--- src/rtl/picPkg.sv ---
package picPkg;
  localparam int LVL_W   = 3;
  localparam int DATA_W  = 8;
  localparam int EN_BIT  = 3;
  localparam int REQ_BIT = 4;
  localparam int DET_BIT = 5;

  typedef struct packed {
    logic             wrStrobe;
    logic             ackSel;
    logic             chRead;
    logic [LVL_W-1:0] wrLevel;
    logic             wrEnable;
    logic             wrRequest;
    logic             wrDetect;
  } picStrobeT;
endpackage

--- src/rtl/picCtrl.sv ---
module picCtrl
  import picPkg::*;
#(
  parameter int NUM_CH = 8,
  parameter int ADDR_W = $clog2(NUM_CH + 1),
  parameter int IDX_W  = $clog2(NUM_CH)
) (
  input  logic [ADDR_W-1:0] busAddr,
  input  logic              busWrEn,
  input  logic [DATA_W-1:0] busWrData,
  output picStrobeT         strobe,
  output logic [NUM_CH-1:0] chSel,
  output logic [IDX_W-1:0]  rdIdx
);
  localparam logic [ADDR_W-1:0] ACK_ADDR = ADDR_W'(NUM_CH);

  logic addrIsCh;
  assign addrIsCh = (busAddr < ACK_ADDR) && (busAddr != '0);

  always_comb begin
    strobe.wrStrobe  = busWrEn && addrIsCh;
    strobe.ackSel    = (busAddr == ACK_ADDR);
    strobe.chRead    = addrIsCh;
    strobe.wrLevel   = busWrData[LVL_W-1:0];
    strobe.wrEnable  = busWrData[EN_BIT];
    strobe.wrRequest = busWrData[REQ_BIT];
    strobe.wrDetect  = busWrData[DET_BIT];
  end

  assign rdIdx = addrIsCh ? IDX_W'(busAddr) : '0;

  genvar c;
  generate
    for (c = 0; c < NUM_CH; c++) begin : gSel
      if (c == 0) begin : gRsv
        assign chSel[c] = 1'b0;
      end else begin : gLive
        assign chSel[c] = busWrEn && (busAddr == ADDR_W'(c));
      end
    end
  endgenerate
endmodule

--- src/rtl/picArbiter.sv ---
module picArbiter
  import picPkg::*;
#(
  parameter int NUM_CH = 8,
  parameter int IDX_W  = $clog2(NUM_CH)
) (
  input  logic [NUM_CH-1:0]            cand,
  input  logic [NUM_CH-1:0][LVL_W-1:0] lvl,
  input  logic [LVL_W-1:0]             cpuMask,
  output logic                         found,
  output logic [IDX_W-1:0]             bestIdx
);
  logic [LVL_W-1:0] bestLvl;

  always_comb begin
    found   = 1'b0;
    bestIdx = '0;
    bestLvl = '1;
    for (int c = 1; c < NUM_CH; c++) begin
      if (cand[c] && (lvl[c] < cpuMask) && (!found || (lvl[c] < bestLvl))) begin
        found   = 1'b1;
        bestLvl = lvl[c];
        bestIdx = IDX_W'(c);
      end
    end
  end
endmodule

--- src/rtl/picDatapath.sv ---
module picDatapath
  import picPkg::*;
#(
  parameter int NUM_CH = 8,
  parameter int IDX_W  = $clog2(NUM_CH)
) (
  input  logic              clk,
  input  logic              rst,
  input  logic [NUM_CH-1:0] srcReq,
  input  picStrobeT         strobe,
  input  logic [NUM_CH-1:0] chSel,
  input  logic [IDX_W-1:0]  rdIdx,
  input  logic [LVL_W-1:0]  cpuMask,
  output logic [DATA_W-1:0] busRdData,
  output logic              irqOut
);
  logic [NUM_CH-1:0]            reqLatch;
  logic [NUM_CH-1:0]            enBits;
  logic [NUM_CH-1:0]            prevReq;
  logic [NUM_CH-1:0][LVL_W-1:0] lvlRegs;
  logic                         found;
  logic [IDX_W-1:0]             bestIdx;
  logic [DATA_W-1:0]            ackVal;
  logic [DATA_W-1:0]            chVal;

  genvar c;
  generate
    for (c = 0; c < NUM_CH; c++) begin : gCh
      if (c == 0) begin : gRsv
        assign reqLatch[c] = 1'b0;
        assign enBits[c]   = 1'b0;
        assign prevReq[c]  = 1'b0;
        assign lvlRegs[c]  = '0;
      end else begin : gLive
        logic riseEv;
        logic latchNext;
        assign riseEv    = srcReq[c] && !prevReq[c];
        assign latchNext = (chSel[c] && strobe.wrDetect) ? strobe.wrRequest : reqLatch[c];

        always_ff @(posedge clk) begin
          if (rst) begin
            prevReq[c]  <= 1'b0;
            reqLatch[c] <= 1'b0;
            enBits[c]   <= 1'b0;
            lvlRegs[c]  <= '0;
          end else begin
            prevReq[c]  <= srcReq[c];
            reqLatch[c] <= latchNext || riseEv;
            if (chSel[c]) begin
              enBits[c]  <= strobe.wrEnable;
              lvlRegs[c] <= strobe.wrLevel;
            end
          end
        end
      end
    end
  endgenerate

  picArbiter #(.NUM_CH(NUM_CH), .IDX_W(IDX_W)) uArb (
    .cand    (reqLatch & enBits),
    .lvl     (lvlRegs),
    .cpuMask (cpuMask),
    .found   (found),
    .bestIdx (bestIdx)
  );

  assign ackVal = found ? DATA_W'({bestIdx, 2'b00}) : '0;
  assign irqOut = found;

  always_comb begin
    chVal = '0;
    chVal[LVL_W-1:0] = lvlRegs[rdIdx];
    chVal[EN_BIT]    = enBits[rdIdx];
    chVal[REQ_BIT]   = reqLatch[rdIdx];
  end

  always_comb begin
    if (strobe.ackSel)      busRdData = ackVal;
    else if (strobe.chRead) busRdData = chVal;
    else                    busRdData = '0;
  end
endmodule

--- src/rtl/latchedIrqCtrl.sv ---
module latchedIrqCtrl
  import picPkg::*;
#(
  parameter int NUM_CH = 8,
  parameter int ADDR_W = $clog2(NUM_CH + 1),
  parameter int IDX_W  = $clog2(NUM_CH)
) (
  input  logic              clk,
  input  logic              rst,
  input  logic [NUM_CH-1:0] srcReq,
  input  logic [ADDR_W-1:0] busAddr,
  input  logic              busWrEn,
  input  logic [DATA_W-1:0] busWrData,
  output logic [DATA_W-1:0] busRdData,
  input  logic [LVL_W-1:0]  cpuMask,
  output logic              irqOut
);
  picStrobeT         strobe;
  logic [NUM_CH-1:0] chSel;
  logic [IDX_W-1:0]  rdIdx;

  picCtrl #(.NUM_CH(NUM_CH), .ADDR_W(ADDR_W), .IDX_W(IDX_W)) uCtrl (
    .busAddr   (busAddr),
    .busWrEn   (busWrEn),
    .busWrData (busWrData),
    .strobe    (strobe),
    .chSel     (chSel),
    .rdIdx     (rdIdx)
  );

  picDatapath #(.NUM_CH(NUM_CH), .IDX_W(IDX_W)) uDp (
    .clk       (clk),
    .rst       (rst),
    .srcReq    (srcReq),
    .strobe    (strobe),
    .chSel     (chSel),
    .rdIdx     (rdIdx),
    .cpuMask   (cpuMask),
    .busRdData (busRdData),
    .irqOut    (irqOut)
  );
endmodule

--- config.mk ---
export PLATFORM = sky130hd
export DESIGN_NAME = latchedIrqCtrl
export DESIGN_NICKNAME = d
export VERILOG_FILES = /design/src/rtl/picPkg.sv /design/src/rtl/picCtrl.sv /design/src/rtl/picArbiter.sv /design/src/rtl/picDatapath.sv /design/src/rtl/latchedIrqCtrl.sv
export SDC_FILE = /design/constraint.sdc
export NUM_CORES = 1
export LEC_CHECK = 0
export CAP_MARGIN = 20
export CORE_ASPECT_RATIO = 2
export CORE_MARGIN = 2
export CORE_UTILIZATION = 35
export CTS_BUF_LIST = sky130_fd_sc_hd__clkbuf_8
export DETAILED_ROUTE_END_ITERATION = 16
export HOLD_SLACK_MARGIN = 0.06
export PLACE_DENSITY_LB_ADDON = 0.2
export SYNTH_ARGS = -nofsm -noshare
export SYNTH_HDL_FRONTEND = slang
export SYNTH_SLANG_ARGS = --single-unit
--- constraint.sdc ---
create_clock -name clk -period 37.6 [get_ports clk]
set_input_delay 11.28 -clock clk [delete_from_list [all_inputs] [get_ports clk]]
set_output_delay 11.28 -clock clk [all_outputs]
set_load 0.005 [all_outputs]
Word-level counts from Yosys, hierarchy flattened
Cells that the tools add are included.
{ "op_classes": {"n_lt_le_gt_ge": 15, "n_eq_ne": 8, "muxes": 37, "bitwise_logic": 1, "reduce_logical": 62} }
{ "op_table": {"columns": ["operator", "n"], "rows": [
  ["2-to-1 mux 3 bit", 14],
  ["< comparator 3 bit", 13],
  ["logical AND 1 bit", 35],
  ["2-to-1 mux 1 bit", 17],
  ["equality test 4 x 3 -> 1 bit (second input constant)", 4],
  ["logical NOT 1 bit", 13],
  ["logical OR 1 bit", 13],
  ["2-to-1 mux 5 bit", 2],
  ["binary-select mux 3 bit (select 3 bit)", 1],
  ["bitwise AND 8 bit", 1],
  ["equality test 4 x 2 -> 1 bit (second input constant)", 2],
  ["2-to-1 mux 8 bit", 1],
  ["binary-select mux 1 bit (select 3 bit)", 2],
  ["equality test 4 x 1 -> 1 bit (second input constant)", 1],
  ["equality test 4 bit (second input constant)", 1],
  ["< comparator 3 x 4 -> 1 bit (second input constant)", 1],
  ["< comparator 4 bit (second input constant)", 1],
  ["nonzero test 4 bit", 1]
]} }
{ "word_totals": {"regBits": 42, "inputBits": 26, "out_inout_bits": 9, "elab_cells": 151} }

Depth between registers and ports, before layout
{ "logic_depth": {"word_depth": 29, "ltp_mapped": 47, "ltp_nobuf": 47} }

Modules after synthesis
A second synthesis with hierarchy kept.
{ "hier_totals": {"hier_cells": 382, "area_unflattened_um2": 3335.7} }
{ "modules_own_cells": {"columns": ["module", "n_inst", "cells_per_inst", "area_each_um2", "seq_area_each_um2"], "rows": [
  ["picDatapath", 1, 188, 1898.1, 840.8],
  ["picArbiter", 1, 166, 1261.2, 0.0],
  ["picCtrl", 1, 28, 176.4, 0.0]
]} }

Worst setup path after synthesis
OpenSTA, ideal clock, no wires.
{ "synth_timing": {"path_type": "input port to output port", "startpoint": "input port cpuMask[1]", "endpoint": "output port busRdData[4]", "arrival_time_ps": 19376, "required_ps": 26320, "slack_ps": 6944, "stages": 45, "n_path_buf": 0, "cell_sequence": "inv_1 -> ha_1 -> o21ai_0 -> o21ai_1 -> nor2_1 -> ha_1 -> and3b_1 -> a311oi_2 -> a21o_1 -> o22ai_1 -> ha_1 -> and2_1 -> a221o_1 -> a21oi_1 -> mux2_2 -> ha_1 -> nor2_1 -> o21bai_1 -> (+9 left out) -> a21oi_1 -> o211ai_1 -> o21ai_1 -> ha_1 -> o21a_1 -> nor2_1 -> o21bai_1 -> nand3_1 -> o21ai_2 -> mux2_4 -> ha_1 -> o21a_1 -> nor2_1 -> a21oi_1 -> o21ai_0 -> o31ai_2 -> a21oi_1 -> or2_1"} }
{ "synth_between": {"elab_chain_cells": 29, "elab_cells_between_ends": 58, "cone_classes": "13 x order compare; 20 x mux; 25 x reduce/logical"} }
{ "synth_lines": {"columns": ["item", "line_no", "rtl"], "rows": [
  ["from (decl)", "latchedIrqCtrl.sv:15", "input logic [LVL_W-1:0] cpuMask,"],
  ["< comparator 3 bit", "picArbiter.sv:20", "if (cand[c] && (lvl[c] < cpuMask) && (!found || (lvl[c] < bestLvl))) begin"],
  ["logical AND 1 bit", "picArbiter.sv:20", null],
  ["2-to-1 mux 3 bit or 2-to-1 mux 1 bit (tied branches)", "picArbiter.sv:20", null],
  ["< comparator 3 bit or logical NOT 1 bit (tied branches)", "picArbiter.sv:20", null],
  ["logical OR 1 bit", "picArbiter.sv:20", null],
  ["logical AND 1 bit", "picArbiter.sv:20", null],
  ["2-to-1 mux 3 bit or 2-to-1 mux 1 bit (tied branches)", "picArbiter.sv:20", null],
  ["< comparator 3 bit or logical NOT 1 bit (tied branches)", "picArbiter.sv:20", null],
  ["(+13 left out)", null, null],
  ["logical AND 1 bit", "picArbiter.sv:20", null],
  ["2-to-1 mux 3 bit or 2-to-1 mux 1 bit (tied branches)", "picArbiter.sv:20", null],
  ["< comparator 3 bit or logical NOT 1 bit (tied branches)", "picArbiter.sv:20", null],
  ["logical OR 1 bit", "picArbiter.sv:20", null],
  ["logical AND 1 bit", "picArbiter.sv:20", null],
  ["2-to-1 mux 3 bit or 2-to-1 mux 1 bit (tied branches)", "picArbiter.sv:20", null],
  ["2-to-1 mux 5 bit *", "picDatapath.sv:67", "assign ackVal = found ? DATA_W'({bestIdx, 2'b00}) : '0;"],
  ["2-to-1 mux 8 bit *", "picDatapath.sv:78", "if (strobe.ackSel) busRdData = ackVal;"],
  ["to (decl)", "latchedIrqCtrl.sv:14", "output logic [DATA_W-1:0] busRdData,"]
]} }
Every way passes the cells marked *; elsewhere a longest branch is shown, timed or not.

Worst setup path after layout
{ "layout_timing": {"startpoint": "input port cpuMask[1]", "endpoint": "output port busRdData[2]"} }
Same word-level chain as after synthesis.

==> run summary <==
RR Endpoint: uDp.lvlRegs[15]
Share of cells above drive strength 1: 7.813%
Status: finished, final reports clean
RSZ-0062 raised after global routing: false
HP Class: register to register
CP max stage cell: clkdlybuf4s50_1
Vias per inst: 5.705
First-pass GRT wire length: 13,650 microns
Total routed wirelength: 8530 microns
Die width: 70.19 microns
Clk Latency, worst-skew pair: 0.30 ns
Placed Cells: 476
Slew Limit Fails: 0
Die Area: 9573 sq um
Kind of critical path: input pin to output port
Post-synth EDFFs: 0
Largest net degree at the start of global routing: 43
Delay-heaviest family, CP: compound AO/OA/AOI/OAI gates
Fmax: 0.03019 GHz
GRT Total Usage: 18.45%
Synth async-reset ratio: 0%
TritonCTS clock tree: done
Max-Cap Viols: 0
Tightest Pin Transition: 1.074 ns
Row Count: 48
Initial antenna violation count: 0
Post-Syn Instances: 358
Most instantiated cells after synthesis: nor2_1 (50), dfxtp_1 (42), mux2i_1 (37), ha_1 (22), a21oi_1 (20)
Drc violations: 0
Fillers: 893
Area growth, synth to finish: 15.38%
CTS Buffer Depth: 2
Mapped cell area: 3067 sq um
Min Tclk post-route: 33.12 ns
# Post-CTS Setup Buffers: 0
Register area share after synthesis: 27.42%
Yosys reg bits: 42
Max VDD drop: 0.00002574 V
FF-to-FF Start: uDp.lvlRegs[15]
CP bufs+invs: 4
Critical path depth in cells: 46
FF-to-FF setup slack: 36.81 ns
Initial DRC count: 130
Crit path top cell by count: ha_1
Synth Flop Type: dfxtp_1
Ratio of final minimum period to clock period: 88.08%
Num CTS Buffers: 5
Routed vias: 2,761
Register area: 840.8 sq um
Warnings from Yosys: 0
Final setup vio count: 0
Post-cts resize count: 0
Critical path capture point type: output port
Sink Count: 42
CP endpoint: busRdData[2]
CP Launch Point: cpuMask[1]
Final instance count without filler cells: 484
Starting Density: 35.71%
Critical Path Start Type: input pin
Gpl congestion: 0.8253
Synth area leaders: dfxtp_1 (27%), mux2i_1 (12%), ha_1 (9.0%)
Final hold vios: 0
PD cells: 26.99 nW/um^2
Clock Pin Slew Worst Setup and Hold Paths: 0.09 ns
Yosys top cell by area: dfxtp_1
WP data required: 26.32 ns
Core area: 8588 sq um
Drt wl/cell: 17.62 microns
Port buffer count: 28
Pre-antenna DRT Iters: 4
# IOs: 35
Gr ovfl total: 0
H-tree Lvls: 2
Worst path arrival time: 21.84 ns
Final antenna-violating net count: 0
Syn avg cell area: 8.566 sq um
Slew margin rel.: 27.83%
Top cell type's share of synthesized area: 27.42%
N_diodes: 0
Number of global-route vias before repair: 2,663
Die boundary height: 136.4 microns
TNS Setup: 0 ns
Synth cell types: 62
Hold buffer count at CTS: 0
Area of the multi-input gates: 2110 sq um
Root Driver: clkbuf_8
Max FO, Critical Path: 8
Leak: 1.486 nW
Dpl hpwl: 6701 microns
Max stage delay on crit path: 0.52 ns
Most common cell in the synthesized netlist: nor2_1
Clk_skew: 0.01124 ns
# nets final: 431
Reg2Reg Depth: 2
## cells in the final DEF (no fill, tap or decap), types with 4 or more instances in the layout
cell and count:
a211oi_1 6, a21boi_0 6, a21o_1 5, a21oi_1 20, clkbuf_8 5, clkdlybuf4s50_1 28, dfxtp_1 42, ha_1 22
inv_1 17, mux2_2 5, mux2i_1 37, nand2_1 18, nand2b_1 11, nand4b_1 4, nor2_1 50, nor2b_1 10
nor3_1 4, o211ai_1 4, o21ai_0 16, o21ai_1 4
## registers in the layout, indices dropped and copies added, names as in the netlist
name and flops:
uDp.enBits 7, uDp.lvlRegs 21, uDp.prevReq 7, uDp.reqLatch 7
## cell families after synthesis
logic type               after synthesis  synth area share, %
buffers and inverters                 30                4.039
adder cells (fa/ha/maj)               23                9.302
other                                  1               0.1223
AND/OR/NAND/NOR                      119                19.67
AO/OA/AOI/OAI                         97                22.85
flip-flops                            42                27.42
multiplexers                          46                16.61
## where the power goes
part / total (mW) / switching, mW / internal [mW]
Combinational: 0.0129 / 0.00672 / 0.00617
Sequential: 0.0471 / 0.00124 / 0.0458
Clock: 0.0356 / 0.0160 / 0.0195
## worst min-delay path: stages, from the launching register on
cell and delay (ns):
dfxtp_1 0.30, nand2b_1 0.09, a21oi_1 0.05
## worst min-delay path by stage
stage / endpoint / start / slack (ns) / cells past startpoint
after floorplan: uDp.reqLatch[1] / uDp.prevReq[1] / 0.46 / 2
after global placement: uDp.reqLatch[3] / uDp.prevReq[3] / 0.47 / 2
after detailed placement: uDp.reqLatch[4] / uDp.prevReq[4] / 0.48 / 2
after CTS: uDp.reqLatch[2] / uDp.prevReq[2] / 0.48 / 2
after global routing: uDp.reqLatch[2] / uDp.prevReq[2] / 0.51 / 2
final: uDp.reqLatch[2] / uDp.prevReq[2] / 0.47 / 2
## area by class of cell
cell class | count | area share, %
clock inverters | 3 | 1.167
flip-flops and latches | 42 | 23.76
inverters | 16 | 1.697
well taps | 100 | 3.536
repair buffers | 30 | 8.274
clock buffers | 5 | 1.945
multi-input cells | 288 | 59.62
## layer usage
metal | global-route usage, % | wire, microns | vias up
met5 | 0 | 0 | -
li1 | - | - | 1365
met1 | 19.05 | 3241 | 1293
met4 | 10.79 | 377 | 0
met3 | 1.779 | 237 | 26
met2 | 35.19 | 4674 | 77
## per-stage QoR
stage	cell area (sq um)	utilization, %	setup slack [ns]	hold WS, ns	power [mW]
after floorplan	3074	-	6.944	0.4625	0.05524
after global placement	3423	39.86	4.587	0.4691	0.06081
after detailed placement	3428	39.92	4.474	0.4770	0.06105
after CTS	3538	41.20	4.475	0.4795	0.09701
after global routing	3538	41.20	3.581	0.5113	0.09993
final	3538	41.20	4.482	0.4684	0.09551
Note: power is estimated with default switching activity, not from simulation.
